### config.mk
export PLATFORM = sky130hd
export DESIGN_NAME = cls_tree_seq
export DESIGN_NICKNAME = d
export VERILOG_FILES = /design/src/rtl/cls_tree_pkg.sv /design/src/rtl/cls_leaf_map.sv /design/src/rtl/cls_vec_buf.sv /design/src/rtl/cls_tree_fsm.sv /design/src/rtl/cls_tree_seq.sv
export SDC_FILE = /design/constraint.sdc
export NUM_CORES = 1
export LEC_CHECK = 0
export BUFFER_PORTS_ARGS = -buffer_cell sky130_fd_sc_hd__buf_2
export CAP_MARGIN = 20
export CORE_ASPECT_RATIO = 0.6
export CORE_UTILIZATION = 58
export DETAILED_ROUTE_END_ITERATION = 16
export PLACE_DENSITY = 0.79
export SLEW_MARGIN = 20
export SYNTH_ARGS = -nofsm -noshare
export SYNTH_HDL_FRONTEND = slang
export SYNTH_SLANG_ARGS = --single-unit
### constraint.sdc
create_clock -name clk -period 5.9 [get_ports clk]
set_input_delay 1.18 -clock clk [delete_from_list [all_inputs] [get_ports clk]]
set_output_delay 1.18 -clock clk [all_outputs]
set_load 0.1 [all_outputs]
### src/rtl/cls_tree_pkg.sv
package cls_tree_pkg;
    typedef enum logic [1:0] {
        ST_IDLE = 2'd0,
        ST_ROOT = 2'd1,
        ST_LEAF = 2'd2
    } seq_st_e;
endpackage

### src/rtl/cls_leaf_map.sv
module cls_leaf_map #(
    parameter int IDX_W = 6,
    parameter int DEPTH = 64
) (
    input  logic                     clk,
    input  logic                     rst_n,
    input  logic                     we_i,
    input  logic [$clog2(DEPTH)-1:0] waddr_i,
    input  logic [IDX_W-1:0]         wdata_i,
    input  logic [$clog2(DEPTH)-1:0] raddr_i,
    output logic [IDX_W-1:0]         rdata_o,
    output logic                     rcfg_o
);
    localparam int AW = $clog2(DEPTH);

    typedef struct packed {
        logic             cfg;
        logic [IDX_W-1:0] leaf;
    } ent_t;

    logic [DEPTH-1:0]       cfg_all;
    logic [DEPTH*IDX_W-1:0] leaf_all;

    for (genvar g = 0; g < DEPTH; g++) begin : g_ent
        ent_t ent_d, ent_q;

        always_comb begin
            ent_d = ent_q;
            if (we_i && (waddr_i == AW'(g))) begin
                ent_d.cfg  = 1'b1;
                ent_d.leaf = wdata_i;
            end
        end

        always_ff @(posedge clk or negedge rst_n) begin
            if (!rst_n) ent_q <= '0;
            else        ent_q <= ent_d;
        end

        assign cfg_all[g]                  = ent_q.cfg;
        assign leaf_all[g*IDX_W +: IDX_W]  = ent_q.leaf;
    end

    always_comb begin
        rdata_o = '0;
        rcfg_o  = 1'b0;
        for (int i = 0; i < DEPTH; i++) begin
            if (raddr_i == AW'(i)) begin
                rdata_o = leaf_all[i*IDX_W +: IDX_W];
                rcfg_o  = cfg_all[i];
            end
        end
    end
endmodule

### src/rtl/cls_vec_buf.sv
module cls_vec_buf #(
    parameter int W = 128
) (
    input  logic         clk,
    input  logic         rst_n,
    input  logic         load_i,
    input  logic [W-1:0] data_i,
    output logic [W-1:0] data_o
);
    logic [W-1:0] buf_d, buf_q;

    always_comb begin
        buf_d = buf_q;
        if (load_i) buf_d = data_i;
    end

    always_ff @(posedge clk or negedge rst_n) begin
        if (!rst_n) buf_q <= '0;
        else        buf_q <= buf_d;
    end

    assign data_o = buf_q;
endmodule

### src/rtl/cls_tree_fsm.sv
module cls_tree_fsm
    import cls_tree_pkg::*;
#(
    parameter int IDX_W = 6
) (
    input  logic             clk,
    input  logic             rst_n,
    input  logic             start_i,
    input  logic             tree_i,
    input  logic [IDX_W-1:0] root_sel_i,
    input  logic             eng_done_i,
    input  logic [IDX_W-1:0] eng_win_i,
    input  logic [IDX_W-1:0] map_leaf_i,
    input  logic             map_cfg_i,
    output logic             load_o,
    output logic             busy_o,
    output logic             eng_start_o,
    output logic [IDX_W-1:0] eng_struct_o,
    output logic             done_o,
    output logic [IDX_W-1:0] super_o,
    output logic [IDX_W-1:0] class_o,
    output logic             leaf_ran_o,
    output logic             err_o
);
    localparam logic [IDX_W-1:0] NO_LEAF = '1;

    typedef struct packed {
        seq_st_e          st;
        logic             start;
        logic [IDX_W-1:0] strc;
        logic             tree;
        logic [IDX_W-1:0] sup;
        logic [IDX_W-1:0] cls;
        logic             leaf;
        logic             err;
        logic             done;
    } seq_t;

    seq_t s_d, s_q;
    logic pass_end;

    // a done in the same cycle as our own start pulse is not ours
    assign pass_end = eng_done_i && !s_q.start;
    assign load_o   = (s_q.st == ST_IDLE) && start_i;

    always_comb begin
        s_d       = s_q;
        s_d.start = 1'b0;
        s_d.done  = 1'b0;
        unique case (s_q.st)
            ST_IDLE: begin
                if (start_i) begin
                    s_d.st    = ST_ROOT;
                    s_d.start = 1'b1;
                    s_d.strc  = root_sel_i;
                    s_d.tree  = tree_i;
                end
            end
            ST_ROOT: begin
                if (pass_end) begin
                    s_d.sup  = eng_win_i;
                    s_d.cls  = eng_win_i;
                    s_d.leaf = 1'b0;
                    s_d.err  = 1'b0;
                    if (!s_q.tree) begin
                        s_d.st   = ST_IDLE;
                        s_d.done = 1'b1;
                    end else if (!map_cfg_i) begin
                        s_d.st   = ST_IDLE;
                        s_d.done = 1'b1;
                        s_d.err  = 1'b1;
                    end else if (map_leaf_i == NO_LEAF) begin
                        s_d.st   = ST_IDLE;
                        s_d.done = 1'b1;
                    end else begin
                        s_d.st    = ST_LEAF;
                        s_d.start = 1'b1;
                        s_d.strc  = map_leaf_i;
                    end
                end
            end
            ST_LEAF: begin
                if (pass_end) begin
                    s_d.st   = ST_IDLE;
                    s_d.cls  = eng_win_i;
                    s_d.leaf = 1'b1;
                    s_d.err  = 1'b0;
                    s_d.done = 1'b1;
                end
            end
            default: s_d.st = ST_IDLE;
        endcase
    end

    always_ff @(posedge clk or negedge rst_n) begin
        if (!rst_n) begin
            s_q    <= '0;
            s_q.st <= ST_IDLE;
        end else begin
            s_q <= s_d;
        end
    end

    assign busy_o       = (s_q.st != ST_IDLE);
    assign eng_start_o  = s_q.start;
    assign eng_struct_o = s_q.strc;
    assign done_o       = s_q.done;
    assign super_o      = s_q.sup;
    assign class_o      = s_q.cls;
    assign leaf_ran_o   = s_q.leaf;
    assign err_o        = s_q.err;
endmodule

### src/rtl/cls_tree_seq.sv
module cls_tree_seq #(
    parameter int IDX_W  = 6,
    parameter int N_FEAT = 16,
    parameter int FEAT_W = 8
) (
    input  logic                     clk,
    input  logic                     rst_n,
    input  logic                     start_i,
    input  logic                     tree_i,
    input  logic [IDX_W-1:0]         root_sel_i,
    input  logic [N_FEAT*FEAT_W-1:0] vec_i,
    output logic                     busy_o,
    input  logic                     map_we_i,
    input  logic [IDX_W-1:0]         map_addr_i,
    input  logic [IDX_W-1:0]         map_leaf_i,
    output logic                     eng_start_o,
    output logic [IDX_W-1:0]         eng_struct_o,
    output logic [N_FEAT*FEAT_W-1:0] eng_vec_o,
    input  logic                     eng_done_i,
    input  logic [IDX_W-1:0]         eng_win_i,
    output logic                     done_o,
    output logic [IDX_W-1:0]         super_o,
    output logic [IDX_W-1:0]         class_o,
    output logic                     leaf_ran_o,
    output logic                     err_o
);
    localparam int VEC_W   = N_FEAT * FEAT_W;
    localparam int N_ENTRY = 1 << IDX_W;

    logic             load;
    logic [IDX_W-1:0] map_leaf;
    logic             map_cfg;

    cls_vec_buf #(.W(VEC_W)) u_vbuf (
        .clk    (clk),
        .rst_n  (rst_n),
        .load_i (load),
        .data_i (vec_i),
        .data_o (eng_vec_o)
    );

    cls_leaf_map #(.IDX_W(IDX_W), .DEPTH(N_ENTRY)) u_map (
        .clk     (clk),
        .rst_n   (rst_n),
        .we_i    (map_we_i),
        .waddr_i (map_addr_i),
        .wdata_i (map_leaf_i),
        .raddr_i (eng_win_i),
        .rdata_o (map_leaf),
        .rcfg_o  (map_cfg)
    );

    cls_tree_fsm #(.IDX_W(IDX_W)) u_fsm (
        .clk          (clk),
        .rst_n        (rst_n),
        .start_i      (start_i),
        .tree_i       (tree_i),
        .root_sel_i   (root_sel_i),
        .eng_done_i   (eng_done_i),
        .eng_win_i    (eng_win_i),
        .map_leaf_i   (map_leaf),
        .map_cfg_i    (map_cfg),
        .load_o       (load),
        .busy_o       (busy_o),
        .eng_start_o  (eng_start_o),
        .eng_struct_o (eng_struct_o),
        .done_o       (done_o),
        .super_o      (super_o),
        .class_o      (class_o),
        .leaf_ran_o   (leaf_ran_o),
        .err_o        (err_o)
    );
endmodule

# Yosys cells after proc, flatten, opt, wreduce, memory -nomap -nowiden
# Index checks and enable logic that the tools add are counted.
[totals] reg_bits=601 inputBits=158 output_inout_bits=151 word_cells=498
[classes] eq_ne=135 mux=147 reduce_logical=78
[op_table] cell="$eq A6 B6 Y1 const B" n=65
[op_table] cell="$mux W6" n=64
[op_table] cell="$eq A6 B5 Y1 const B" n=32
[op_table] cell="$eq A6 B4 Y1 const B" n=16
[op_table] cell="$mux W1" n=69
[op_table] cell="$logic_and A1 B1 Y1" n=66
[op_table] cell="$eq A6 B3 Y1 const B" n=8
[op_table] cell="$mux W9" n=3
[op_table] cell="$eq A6 B2 Y1 const B" n=4
[op_table] cell="$mux W7" n=3
[op_table] cell="$pmux W9 S2" n=1
[op_table] cell="$pmux W7 S2" n=1
[op_table] cell="$eq A6 B1 Y1 const B" n=2
[op_table] cell="$logic_not A6 Y1" n=2
[op_table] cell="$mux W10" n=1
[op_table] cell="$mux W2" n=4
[op_table] cell="$ne A2 B1 Y1 const B" n=4
[op_table] cell="$pmux W2 S3" n=1
[op_table] cell="$reduce_and A3 Y1" n=2
[op_table] cell="$reduce_and A6 Y1" n=1
[op_table] cell="$reduce_bool A2 Y1" n=3
[op_table] cell="$ne A2 B2 Y1 const B" n=2
[op_table] cell="$reduce_and A2 Y1" n=2
[op_table] cell="$eq A2 B1 Y1 const B" n=1
[op_table] cell="other kinds (3)" n=3

# Longest topological paths before layout
# Gate-level depths: netlist (run 1).
[logic_depth] word_depth=71 mapped_depth=15

# Hierarchy
# Synthesis (run 1) repeated with hierarchy kept, for this count alone.
[unflattened] cells_unflattened=2421 hier_area_um2=28768.8
[by_module_without_submodules] mod="cls_leaf_map" instances=1 cells_per_inst=2032 area_each_um2=22651.7 seq_area_each_um2=11210.8
[by_module_without_submodules] mod="cls_vec_buf" instances=1 cells_per_inst=270 area_each_um2=4822.1 seq_area_each_um2=3203.1
[by_module_without_submodules] mod="cls_tree_fsm" instances=1 cells_per_inst=119 area_each_um2=1295.0 seq_area_each_um2=625.6

# Worst setup path before layout (run 1)
# No wires, ideal clock.
[synth_path] path_kind="input -> register" from="input eng_win_i[2]" to="register u_fsm.s_q, in the netlist u_fsm.eng_struct_o[4]" setup_time_ns=0.118 t_arrival_ns=3.677 slack_ns=2.105 path_stages=12 cell_sequence="buf_4 or4b_4 buf_6 o32ai_2 a221oi_1 or4_1 a2111o_1 o2111ai_2 nand2_4 o31ai_4 a21oi_4 o2bb2a_4"
[synth_via] elab_chain_cells=70
[synth_rtl] item="start, declared" line_no="cls_tree_seq.sv:20" rtl="input logic [IDX_W-1:0] eng_win_i,"
[synth_rtl] item="$logic_not A6 Y1" line_no="cls_leaf_map.sv:48" rtl="if (raddr_i == AW'(i)) begin"
[synth_rtl] item="$mux W6 (64 in a row)" line_no="cls_leaf_map.sv:48"
[synth_rtl] item="$mux W7" line_no="cls_tree_fsm.sv:72" rtl="end else if (map_leaf_i == NO_LEAF) begin"
[synth_rtl] item="$mux W7" line_no="cls_tree_fsm.sv:68" rtl="end else if (!map_cfg_i) begin"
[synth_rtl] item="$mux W7" line_no="cls_tree_fsm.sv:65" rtl="if (!s_q.tree) begin"
[synth_rtl] item="$mux W9" line_no="cls_tree_fsm.sv:60" rtl="if (pass_end) begin"
[synth_rtl] item="$pmux W7 S2" line_no="cls_tree_fsm.sv:50" rtl="unique case (s_q.st)"
[synth_rtl] item="end, declared" line_no="cls_tree_fsm.sv:39" rtl="seq_t s_d, s_q;"
# Several ways; a longest one is shown, not always the timed one. The select of a mux whose other input is x is not followed.
# A chain may end at the register's enable or synchronous reset.

# Worst setup path in the final report (run 1)
[layout_path] from="input eng_win_i[5]" to="register u_fsm.s_q, in the netlist u_fsm.eng_struct_o[4]"
# Same word-level chain as after synthesis.

==> results of run 1 <==
==> sequential cells by signal, summed over array words and instances, names as in the netlist <==
register / flops
u_fsm.err_o: 1
u_fsm.super_o: 6
u_map.cfg_all: 64
u_fsm.done_o: 1
u_map.g_ent.ent_q: 384
u_fsm.eng_struct_o: 6
u_fsm.eng_start_o: 1
u_fsm.s_q: 3
u_vbuf.data_o: 128
u_fsm.class_o: 6
u_fsm.leaf_ran_o: 1
==> layer usage <==
metal  vias to the layer above  GRT usage (%)  wire length [µm]
met3                       199          16.51             13860
li1                       9414              -                 -
met1                     11720          59.68             44860
met4                         6          8.904              2396
met2                      1391          52.51             41600
met5                         -              0                35
==> stage by stage <==
| stage | power (W) | hold WS, ns | area, µm² | cells | setup slack (ns) |
|---|---|---|---|---|---|
| floorplan | 0.01099 | 0.4258 | 29240 | 2441 | 2.105 |
| global placement | 0.01223 | 0.4451 | 31220 | 3263 | 0.4648 |
| detailed placement | 0.01236 | 0.4470 | 31220 | 3263 | 0.7075 |
| CTS | 0.01625 | 0.4670 | 33160 | 3362 | 1.383 |
| global route | 0.01674 | 0.4825 | 33170 | 3362 | 1.010 |
| finish | 0.01628 | 0.4644 | 33170 | 3365 | 0.9483 |
==> cells in the final DEF (no fill, tap or decap), types with 8 or more instances in the layout <==
master,n
nor4_1,14
mux2_2,541
a21oi_1,86
clkbuf_1,10
o32ai_1,14
buf_2,305
a2bb2oi_1,13
a31oi_1,17
and3_1,10
a221oi_1,14
o22ai_1,35
nand2b_1,60
inv_1,21
nor2b_1,25
dfrtp_1,601
a211oi_1,26
nor3b_1,8
clkbuf_16,54
buf_4,64
o211ai_1,14
or2_2,26
nand3_1,38
o221ai_1,17
nor3_1,34
o2111ai_1,13
mux4_2,10
and2_1,9
nor2_1,88
clkinv_2,8
a32o_1,11
mux2i_1,60
clkbuf_8,11
a21o_1,9
a32oi_1,8
nand2_1,160
o21ai_0,93
a22oi_1,16
buf_12,8
bufinv_16,9
==> kinds of logic after synthesis <==
family	Yosys count
flops	601
mux	611
xor+xnor	1
simple gates	542
compound gates	453
fa+ha+maj	3
buf+inv	230
==> synthesized netlist by cell type, drive strengths merged (11+ instances only) <==
cell,n,area [µm²]
a22oi,16,120.1
inv,22,82.58
o32ai,15,138.9
mux2i,60,600.6
o211ai,14,105.1
o2111ai,14,128.9
a31oi,17,106.4
nand2b,60,375.4
or2,27,168.9
dfrtp,601,15040
a32o,11,110.1
o21ai,93,465.5
clkbuf,92,345.3
nor3,35,180.2
o22ai,35,219.0
nor2,88,330.3
mux2,541,6092
o221ai,17,148.9
nand3,38,190.2
buf,116,704.4
a21oi,87,446.7
a221oi,14,122.6
a2bb2oi,13,113.9
nor4,14,87.58
nor2b,26,162.7
a211oi,26,195.2
nand2,162,615.6
==> worst max path at each step <==
stage | start | endpoint | slack, ns | cells past startpoint
6_report | eng_win_i[5] | u_fsm.eng_struct_o[4] | 0.95 | 10
5_1_grt | eng_win_i[5] | u_fsm.eng_struct_o[4] | 1.01 | 10
4_1_cts | eng_win_i[1] | u_fsm.eng_struct_o[4] | 1.38 | 11
3_5_place_dp | eng_win_i[1] | u_fsm.eng_struct_o[0] | 0.71 | 12
3_3_place_gp | eng_win_i[1] | u_fsm.eng_struct_o[2] | 0.46 | 12
2_1_floorplan | eng_win_i[2] | u_fsm.eng_struct_o[4] | 2.10 | 12
==> worst reg2reg max path, cell delays in order, from the launching register on <==
cell and delay, ns:
dfrtp_1 0.38, mux2_2 0.32, nor2_1 0.11, a211oi_1 0.10, a2111oi_1 1.03, nand3b_1 0.47
a2111o_1 0.48, nand4b_2 0.16, o31ai_4 0.11, a21oi_4 0.24, a2bb2oi_1 0.18
==> power by group through the flow <==
stage / sequential, W / combinational (W) / clock (W)
final: 0.00566 / 0.00673 / 0.00390
after detailed placement: 0.00569 / 0.00668 / 0
after floorplan: 0.00891 / 0.00208 / 0
after global placement: 0.00563 / 0.00660 / 0
after CTS: 0.00563 / 0.00670 / 0.00392
after global routing: 0.00576 / 0.00691 / 0.00408
==> final cells by class <==
type                       count  share of cell area, %
sequential                   601                  45.34
tap                          650                  2.452
clock buffer                  74                  4.601
multi-input combinational   1610                  39.45
clock inverter                25                  1.237
inverter                      22                 0.2489
antenna                        3                0.02263
timing repair buffer         380                  6.653
==> metrics.cfg, run 1 <==
[clock_network]
cts_resized=0
cts_buffers=54
clk_latency_ns=0.62
cts.clk_slew.worst_paths_ns=0.07
hold_buffers=0
cts_sinks=601
tritoncts=yes
cts-root-buf=clkbuf_16
clockBufferDepth=3
htreeDepth=2
cts_setup_buffers=0

[critical_path]
regToRegSetupSlack_ns=2.23
path_class=primary input to register
crit_fanout=41
cp_data_required_time_ns=6.42
max_stage_delay_ns=0.94
r2r_start=u_map.g_ent[46].ent_q[2]
cp_slowest_cell=o2111ai_1
crit_buf_inv=1
cpLargestDelayFamily=compound AO/OA/AOI/OAI gates
endpoint_kind=register
cp_data_arrival_time_ns=5.47
startpoint_type=primary input
rr_worst_depth=10
r2r-end=u_fsm.eng_struct_o[2]
crit_chain=buf_2, nand4bb_1, o2111ai_1, a211o_1, a22o_1, a21oi_1, nand4b_2, o31ai_4, a21oi_4, o2bb2a_4

[detailed_routing]
ant_nets=0
via_per_inst=6.754
drt-initial-drc-count=3078
drt_wl_total_mm=102.7
post-route-drc-count=0
num_vias=22730
dr.pass1.iters=6
detail_route.wl_per_cell_um=30.53

[layout]
layout-drive-gt1-share_pct=39.71
nets=2830
area_growth_pct=13.47
multi_input_area_um2=13090
fin_util_pct=66.91
seq_area_um2=15040
fillCellCount=3653

[grt]
grt_start_max_net_pins=111
overflow=0
antenna_found_initial=4
grt_pass1_vias=22300
grt_use_total_pct=39.65
grt_pass1_wl_mm=150.5

[floorplanning]
die-area_um2=51340
die-width_um=291.8
fp-row-count=63
start_util_pct=58.96
die_h_um=175.9
ios=309
core_um2=49580

[synth]
yosysSeqAreaShare_pct=51.44
synth_ff_type=dfrtp_1
synth-edff-count=0
synth_cells=2441
async_flop_share_pct=100.0
yosysWarnings=0
synthMuxAreaShare_pct=23.66
synth_xor_area_share_pct=0.02996
synth_adder_area_share_pct=0.1284
syn-num-nets=2602
synth_compound_area_share_pct=10.82
synth_area_um2=29240
synth_seq_cells=601
syn_avg_cell_area_um2=11.98
synth-simple-area-share_pct=10.04
synth_top_family_by_area=multiplexers
synthDistinctLibCells=93

[run_status]
status=finished clean

[hold_path]
hold_class=register to register
worstHoldStart=u_map.cfg_all[5]
min_to=u_map.cfg_all[5]
hold_depth=1

[sta]
clock_skew_ns=0.01368
setup_violations=0
finalSetupTns_ns=0
min_period_ns=4.952
maxSlewHeadroom_pct=24.27
max_freq_mhz=202.0
finalCritPeriodShare_pct=83.93
hold_viol_final=0
rsz0062_at_grt=no
tightest_slew_ns=1.133
drv_slew=0

[power]
sw_frac_of_total_pct=46.40
ir_worst_vdd_v=0.0005103
pwr-share-clk_pct=23.9
p_comb_share_pct=41.3
cell_internal_pwr_w=0.008728
leakage_nw=15.39
seqPwrFrac_pct=34.8
power_switching_w=0.007555
power_density_nw_per_um2=490.8

[placed_design]
portBuffers=308
gp_congestion=1.027
dp.final_hpwl_mm=71.03

[run]
cap_violations=0

No activity file was read; power rests on OpenSTA's default activity.
==> run 2: changes to the inputs <==
==> constraint.sdc (replaced) <==
create_clock -name clk -period 4.9 [get_ports clk]
set_input_delay 0.98 -clock clk [delete_from_list [all_inputs] [get_ports clk]]
set_output_delay 0.98 -clock clk [all_outputs]
set_load 0.1 [all_outputs]
==> run 2 against run 1 <==
  * Non-clock buffer count is 44 higher
  * Register-to-register slack worse by 0.76 ns
  * Combinational power is 21% higher
  * Critical path depth is 2 higher
  * Total power is 20% higher
  * Highest routed layer unchanged
  * Sequential cell count stayed put
  * Cell area is 1.2% higher
  * Worst setup slack worse by 0.47 ns
  * Hold slack worse by 0.058 ns
  * Largest cell class unchanged
  * Die area stayed put
  * Via count is 2.0% higher
  * Critical endpoint unchanged
==> metrics.cfg, run 2 (synthesized netlist as in run 1, its figures left out) <==
[run_status]
status=finished clean  ; unchanged

[critical_path]
rr_worst_depth=11  ; was 10
r2r-end=u_fsm.eng_struct_o[2]  ; unchanged
cp_slowest_cell=o2111ai_1  ; unchanged
regToRegSetupSlack_ns=1.47  ; was 2.23 ns
cp_data_required_time_ns=5.40  ; was 6.42 ns
path_class=primary input to register  ; unchanged
crit_chain=buf_2, buf_12, and4bb_2, o32a_1, o2111ai_1, a211o_1, a22o_1, a21oi_1, nand4b_2, o31ai_4, a21oi_4, o2bb2a_4  ; was buf_2, nand4bb_1, o2111ai_1, a211o_1, a22o_1, a21oi_1, nand4b_2, o31ai_4, a21oi_4, o2bb2a_4
max_stage_delay_ns=0.61  ; was 0.94 ns
r2r_start=u_map.g_ent[0].ent_q[3]  ; was u_map.g_ent[46].ent_q[2]
crit_fanout=33  ; was 41
startpoint_type=primary input  ; unchanged
cp_data_arrival_time_ns=4.92  ; was 5.47 ns
endpoint_kind=register  ; unchanged

[placed_design]
gp_congestion=1.010  ; was 1.027
dp.final_hpwl_mm=73.53  ; was 71.03 mm
portBuffers=308  ; unchanged

[run]
cap_violations=0  ; unchanged

[floorplanning]
die_h_um=175.9  ; unchanged
ios=309  ; unchanged
die-area_um2=51340  ; unchanged
die-width_um=291.8  ; unchanged
core_um2=49580  ; unchanged
fp-row-count=63  ; unchanged
start_util_pct=58.96  ; unchanged

[power]
leakage_nw=15.62  ; was 15.39 nW
power_density_nw_per_um2=581.6  ; was 490.8 nW/µm²
ir_worst_vdd_v=0.0007288  ; was 0.0005103 V

[clock_network]
cts_sinks=601  ; unchanged
cts_resized=0  ; unchanged
hold_buffers=0  ; unchanged
htreeDepth=2  ; unchanged
clk_latency_ns=0.61  ; was 0.62 ns
cts_buffers=54  ; unchanged
tritoncts=yes  ; unchanged
cts_setup_buffers=0  ; unchanged
clockBufferDepth=3  ; unchanged
cts-root-buf=clkbuf_16  ; unchanged
cts.clk_slew.worst_paths_ns=0.06  ; was 0.07 ns

[layout]
mostFrequentLayoutCells=dfrtp_1 (601), mux2_2 (541), buf_2 (301)  ; was dfrtp_1 (601), mux2_2 (541), buf_2 (305)
nets=2874  ; was 2830
largest_register_ffs=384  ; unchanged
top_register=u_map.g_ent.ent_q  ; unchanged
area_growth_pct=14.80  ; was 13.47%
fin_util_pct=67.69  ; was 66.91%
final_common_cell=dfrtp_1  ; unchanged
layout-drive-gt1-share_pct=40.91  ; was 39.71%

[grt]
overflow=0  ; unchanged
met2_usage_pct=55.38  ; was 52.51%
grt_use_total_pct=40.89  ; was 39.65%
grt_pass1_wl_mm=154.8  ; was 150.5 mm
grt_start_max_net_pins=124  ; was 111
met1_usage_pct=63.61  ; was 59.68%
grtUsageMet3_pct=13.06  ; was 16.51%
grt.busiest_layer=met1  ; unchanged
grt_pass1_vias=22640  ; was 22300
antenna_found_initial=10  ; was 4

[sta]
finalCritPeriodShare_pct=90.31
maxSlewHeadroom_pct=15.87  ; was 24.27%
max_freq_mhz=226.0
tightest_slew_ns=1.255  ; was 1.133 ns
setup_violations=0  ; unchanged
clock_skew_ns=0.01363  ; was 0.01368 ns
min_period_ns=4.425
hold_viol_final=0  ; unchanged
finalSetupTns_ns=0  ; unchanged
rsz0062_at_grt=no  ; unchanged
drv_slew=0  ; unchanged

[detailed_routing]
num_vias=23180  ; was 22730
drt-initial-drc-count=3060  ; was 3078
dr.pass1.iters=6  ; unchanged
post-route-drc-count=0  ; unchanged
via_per_inst=6.800  ; was 6.754
detail_route.wl_per_cell_um=31.15  ; was 30.53 µm
drt_wl_total_mm=106.2  ; was 102.7 mm
ant_nets=0  ; unchanged

[hold_path]
hold_class=primary input to async pin  ; was register to register

run 2: cell count changes in the layout (fill, tap and decap cells not counted), sizes merged:
cell      delta
bufinv       -4
diode        -2
buf         +44
inv          +1
clkinvlp     +2
clkbuf       +2
run 2: worst max-delay path, delay by kind of cell:
family / cells / cell delay [ns]
compound gates: 8 / 2.38
simple gates: 2 / 0.64
buf+inv: 2 / 0.89
run 2: layer usage:
metal  part of all wire [%]  vias up  wire length [µm]
met4                    2.2       12              2377
met2                     41     1425             43290
met1                     44    11990             46730
met3                     13      226             13690
li1                       -     9519                 -
met5                  0.081        -                86
run 2: final cells by class:
cell class              count  area, µm²
fillers                  3605      16020
clock buffers              76       1595
clock inverters            24      289.0
well taps                 650      813.3
multi-input cells        1610      13090
inverters                  22      82.58
flip-flops and latches    601      15040
repair buffers            424       2648
diodes                      1      2.502
run 2: worst max-delay path by stage:
stage | start | to | slack (ns) | cells past startpoint
4_1_cts | eng_win_i[2] | u_fsm.eng_struct_o[4] | 0.69 | 12
5_1_grt | eng_win_i[2] | u_fsm.eng_struct_o[4] | 0.41 | 12
2_1_floorplan | eng_win_i[2] | u_fsm.eng_struct_o[4] | 1.30 | 12
3_3_place_gp | eng_win_i[2] | u_fsm.eng_struct_o[4] | 0.09 | 12
6_report | eng_win_i[2] | u_fsm.eng_struct_o[4] | 0.47 | 12
3_5_place_dp | eng_win_i[2] | u_fsm.eng_struct_o[4] | 0.08 | 12
run 2: through the flow:
stage	area, µm²	hold WS [ns]	instances	setup slack (ns)	total power [W]
after floorplan	29240	0.4258	2441	1.305	0.01324
after global placement	31680	0.4416	3307	0.09106	0.01477
after detailed placement	31680	0.4459	3307	0.07985	0.01493
after CTS	33560	0.4643	3407	0.6949	0.01946
after global routing	33560	0.4591	3407	0.4134	0.02003
final	33560	0.4067	3408	0.4747	0.01952
run 2: where the power goes:
| part | total [W] | internal (W) | switching [W] |
|---|---|---|---|
| Sequential | 0.00682 | 0.00611 | 0.000714 |
| Clock | 0.00456 | 0.00255 | 0.00201 |
| Combinational | 0.00814 | 0.00176 | 0.00638 |
| Total | 0.0195 | 0.0104 | 0.00911 |
